`config.mk`:
```
export PLATFORM = sky130hd
export DESIGN_NAME = pd_cke_ctrl
export DESIGN_NICKNAME = d
export VERILOG_FILES = /design/src/rtl/pd_cke_ctrl.sv
export SDC_FILE = /design/constraint.sdc
export NUM_CORES = 1
export LEC_CHECK = 0
export ABC_AREA = 1
export CAP_MARGIN = 15
export CORE_MARGIN = 3
export CORE_UTILIZATION = 35
export DETAILED_ROUTE_END_ITERATION = 10
export DONT_BUFFER_PORTS = 1
export GPL_ROUTABILITY_DRIVEN = 0
export PLACE_DENSITY = 0.5
export SYNTH_ARGS = -nofsm -noshare
export SYNTH_HDL_FRONTEND = slang
export SYNTH_SLANG_ARGS = --single-unit
```
`constraint.sdc`:
```
create_clock -name clk -period 5.04 [get_ports clk]
set_input_delay 0 -clock clk [delete_from_list [all_inputs] [get_ports clk]]
set_output_delay 0 -clock clk [all_outputs]
set_load 0.03 [all_outputs]
```
`src/rtl/pd_cke_ctrl.sv`:
```
module pd_cke_ctrl #(
  parameter int NB = 8,
  parameter int CW = 8,
  parameter int RW = 16
) (
  input  logic          clk,
  input  logic          rst_n,
  input  logic          pd_req,
  input  logic          wake_req,
  input  logic          ref_due,
  input  logic          cmd_rd,
  input  logic          cmd_wr,
  input  logic          cmd_mrs,
  input  logic [NB-1:0] bank_open,
  input  logic [CW-1:0] cfg_rd_done,
  input  logic [CW-1:0] cfg_wr_post,
  input  logic [CW-1:0] cfg_wr_rec,
  input  logic [CW-1:0] cfg_wtr,
  input  logic [CW-1:0] cfg_mrd,
  input  logic [CW-1:0] cfg_tcke,
  input  logic [CW-1:0] cfg_xp,
  input  logic [RW-1:0] cfg_max_res,
  output logic          cke,
  output logic          force_nop,
  output logic          busy,
  output logic [1:0]    pd_mode
);
  localparam int WW = CW + 1;
  localparam logic [1:0] MODE_NONE = 2'd0;
  localparam logic [1:0] MODE_PRE  = 2'd1;
  localparam logic [1:0] MODE_ACT  = 2'd2;

  typedef enum logic [1:0] {S_RUN, S_DOWN, S_WAKE} state_t;

  state_t        state;
  logic [CW-1:0] rd_len, mr_len, tcke_len, wake_len;
  logic [WW-1:0] wr_len;
  logic [RW-1:0] res_lim;
  logic [CW-1:0] rd_cnt, mr_cnt, tc_cnt, wk_cnt;
  logic [WW-1:0] wr_cnt;
  logic [RW-1:0] res_cnt;
  logic          cke_q, edge_nop, wake_pend;
  logic [1:0]    mode_q;

  logic [CW-1:0] tcke_in, rec_in;
  logic          quiet, enter, want_out, leave;

  assign tcke_in = (cfg_tcke == '0) ? CW'(1) : cfg_tcke;
  assign rec_in  = (cfg_wr_rec > cfg_wtr) ? cfg_wr_rec : cfg_wtr;

  always_ff @(posedge clk) begin
    if (!rst_n) begin
      rd_len   <= cfg_rd_done;
      wr_len   <= WW'(cfg_wr_post) + WW'(rec_in);
      mr_len   <= cfg_mrd;
      tcke_len <= tcke_in;
      wake_len <= (cfg_xp > tcke_in) ? cfg_xp : tcke_in;
      res_lim  <= cfg_max_res;
    end
  end

  always_ff @(posedge clk) begin
    if (!rst_n) begin
      rd_cnt <= '0;
      wr_cnt <= '0;
      mr_cnt <= '0;
    end else begin
      rd_cnt <= cmd_rd  ? rd_len : ((rd_cnt != '0) ? rd_cnt - 1'b1 : '0);
      wr_cnt <= cmd_wr  ? wr_len : ((wr_cnt != '0) ? wr_cnt - 1'b1 : '0);
      mr_cnt <= cmd_mrs ? mr_len : ((mr_cnt != '0) ? mr_cnt - 1'b1 : '0);
    end
  end

  assign quiet    = (rd_cnt == '0) && (wr_cnt == '0) && (mr_cnt == '0) &&
                    !(cmd_rd || cmd_wr || cmd_mrs);
  assign enter    = (state == S_RUN) && pd_req && quiet && !ref_due;
  assign want_out = wake_pend || wake_req || ref_due || (res_cnt >= res_lim);
  assign leave    = (state == S_DOWN) && want_out && (tc_cnt <= CW'(1));

  always_ff @(posedge clk) begin
    if (!rst_n) begin
      state     <= S_RUN;
      cke_q     <= 1'b1;
      edge_nop  <= 1'b0;
      wake_pend <= 1'b0;
      mode_q    <= MODE_NONE;
      tc_cnt    <= '0;
      wk_cnt    <= '0;
      res_cnt   <= '0;
    end else begin
      edge_nop <= leave;
      case (state)
        S_RUN: begin
          if (enter) begin
            state     <= S_DOWN;
            cke_q     <= 1'b0;
            tc_cnt    <= tcke_len;
            res_cnt   <= RW'(1);
            wake_pend <= 1'b0;
            mode_q    <= (|bank_open) ? MODE_ACT : MODE_PRE;
          end
        end
        S_DOWN: begin
          if (tc_cnt > CW'(1)) tc_cnt <= tc_cnt - 1'b1;
          if (res_cnt != '1) res_cnt <= res_cnt + 1'b1;
          if (leave) begin
            state     <= S_WAKE;
            cke_q     <= 1'b1;
            wk_cnt    <= wake_len;
            wake_pend <= 1'b0;
            mode_q    <= MODE_NONE;
          end else if (wake_req || ref_due) begin
            wake_pend <= 1'b1;
          end
        end
        S_WAKE: begin
          if (wk_cnt <= CW'(1)) state <= S_RUN;
          else wk_cnt <= wk_cnt - 1'b1;
        end
        default: state <= S_RUN;
      endcase
    end
  end

  assign cke       = cke_q;
  assign busy      = (state != S_RUN);
  assign force_nop = (state == S_DOWN) || edge_nop;
  assign pd_mode   = mode_q;
endmodule


```
==> run metrics <==
Num CTS Buffers 17; residual DRC count 0; nets@finish 1034; fraction of the mapped netlist area in compound gates 0.119; final hold viol count 1; largest family of logic cells by synthesized area simple AND/OR/NAND/NOR gates; Final period util 0.616; status finished, violations left; simple-gate share of the synthesized area 0.230; flop2flop setup slack around 2900 ps; Multi-input gate area around 3300 um2; initial drt markers 219; Hold Path Depth 5; mux contribution to synthesized area 0.00294; DR vias/cell 4.58; ys async rst share 0; CP max FO 18; routed wire length roughly 15000 um; post-synthesis sequential area ratio 0.440; Clock transition at path regs 60 ps; Max-Cap Viols 0; initial antenna violation count 1; syn avg cell area roughly 8.2 um2; global route total overflow 0; FF-to-FF End wk_cnt[6]; Slew @ Worst Pin 1130 ps; IO Pins 93; synth unique cells 47; Reg2Reg Depth 13; worst skew pair latency approximately 420 ps; Reg power frac 0.404; H-tree depth 4; CP endpoint kind register; routed len/inst about 13 um; PD cells 341 nW/um2; Vias 5369; Layout area overhead 22.5%; leakage 0.00360 uW; minimum clock period 3100 ps; Post-Synth XOR/XNOR Area 0.0425; vias in the first global route ~5300; failing checks hold timing; Comb power frac 0.128; CP Launch Type input pin; Achievable Freq 322 MHz; Die Y 145 um; syn nets a little under 1000; sw frac 0.237; RSZ-0062 raised after global routing no; clk_skew 13.8 ps; final setup TNS 0 ps; final HPWL from detailed placement 10300 um; Hold Path Origin wake_req; most frequent cells in the layout 175 x nand2_1, 102 x nor2_1, 99 x inv_1, 65 x dlygate4sd3_1; Adder-Cell Fraction of Synth Area 0.0912; Initial Util 0.360; Filler cells 1901; CTS tree built; FF-to-FF Start res_cnt[0]; Register Area about 3000 um2; crit path kind input pin to register; hold_ws -1.18 ps; CTS root buf clkbuf_16; clk buf depth 2; antenna-violating nets left 0; IR drop worst, VDD 0.000166 V; largest net degree at the start of global routing 59; Total GRT Usage 0.142; Post-synth EDFFs 57; crit path DAT 3390 ps; full die area around 21000 um2; Required @ worst endpoint ~5300 ps; CTS sink cnt 121; Core Box Area ~19000 um2; drt first pass iters 4; Post-Syn Instances roughly 840; # rows 50; hold endpoint wake_pend; Setup-failing EPs final 0; most common cell after layout, fill and taps aside nand2_1; Syn. warnings 0; share of layout cells above drive strength 1 0.0824; synthesized area 6810 um2; Chip Width 145 um; first-pass GRT wire length 24900 um; share of total power in the clock network 0.468; headroom to the max-slew limit 0.246; Psw 674 uW; Yosys reg bits 121; Pint ~2200 uW; Final Max Tran Viols 0; Hold Crit Class input pin to register; PortBufs 0; Most used DFF post-synth dfxtp_1
[power by group through the flow]
stage / sequential, uW / clock, uW / combinational [uW]
2_1_floorplan: 1160 / 0 / 265
3_3_place_gp: 1170 / 0 / 312
3_5_place_dp: 1170 / 0 / 315
4_1_cts: 1150 / 1360 / 369
5_1_grt: 1160 / 1410 / 418
6_report: 1150 / 1330 / 363
[sequential cells by signal, summed over array words and instances (netlist names), 2 cells and up]
register  cells
wr_len        9
res_cnt      16
mr_len        8
res_lim      16
wake_len      8
mr_cnt        8
rd_len        8
tc_cnt        8
pd_mode       2
tcke_len      8
state         2
wk_cnt        8
wr_cnt        9
rd_cnt        8
[cell usage after synthesis (11+ instances only)]
cell / count / area (um2)
a21oi_1: 64 / 320
clkbuf_1: 17 / 63.8
xor2_1: 25 / 219
nand4_1: 11 / 68.8
o21ai_0: 42 / 210
inv_1: 100 / 375
nand2_1: 175 / 657
edfxtp_1: 57 / 1710
ha_1: 48 / 601
nor2_1: 102 / 383
nand3_1: 33 / 165
dfxtp_1: 64 / 1280
[worst max-delay path by stage]
stage | startpoint | endpoint | slack [ps]
after floorplan | cfg_wtr[3] | wr_len[6] | 2370
after global placement | cfg_wtr[7] | wr_len[6] | 2020
after detailed placement | cfg_wtr[7] | wr_len[8] | 1990
after CTS | cfg_wtr[7] | wr_len[8] | 1920
after global routing | cfg_wtr[7] | wr_len[8] | 1530
final | cfg_wtr[7] | wr_len[8] | 1940
[critical path: stages]
cell and delay (ps):
inv_1 20, ha_1 280, nand2_1 120, o41ai_4 780, nand2_1 90, o21ai_0 130, ha_1 200, inv_1 50
fa_1 400, o21ai_0 290, nand2_1 80, nand2_1 70, a21oi_1 80, inv_1 60, a21oi_1 50, o21bai_1 110
dlygate4sd3_1 560
[routing by layer]
layer  routed length [um]  global-route usage  vias up
met1                 7170               0.179     2385
met4                  184              0.0489        0
met2                 7030               0.238       87
met5                    0                   0        -
li1                     -                   -     2880
met3                  567              0.0380       17
[logic make-up after synthesis]
kind of cell,Yosys count
compound gates,138
fa+ha+maj,49
mux,2
buf+inv,130
simple gates,362
flops,121
xor+xnor,33
[timing repair]
action	in CTS	in global routing
hold endpoints to repair	120	0
gates resized for setup	0	0
hold buffers	65	0
buffers inserted	0	0
[final cells by class]
type | count | area share
multi-input combinational | 584 | 0.397
sequential | 121 | 0.359
timing repair buffer | 66 | 0.0790
clock buffer | 19 | 0.0531
inverter | 107 | 0.0486
tap | 260 | 0.0390
clock inverter | 13 | 0.0240
antenna | 1 | 0.000300
[per-stage QoR]
| stage | instance area [um2] | power (uW) | worst slack [ps] | util | instances |
|---|---|---|---|---|---|
| 4_1_cts | 8330 | 2880 | 1920 | 0.441 | 1170 |
| 2_1_floorplan | 6810 | 1430 | 2370 | - | 835 |
| 3_3_place_gp | 7040 | 1480 | 2020 | 0.373 | 1073 |
| 6_report | 8330 | 2840 | 1940 | 0.441 | 1171 |
| 5_1_grt | 8330 | 2980 | 1530 | 0.441 | 1171 |
| 3_5_place_dp | 7040 | 1480 | 1990 | 0.373 | 1073 |
No activity file was read; power rests on OpenSTA's default activity.
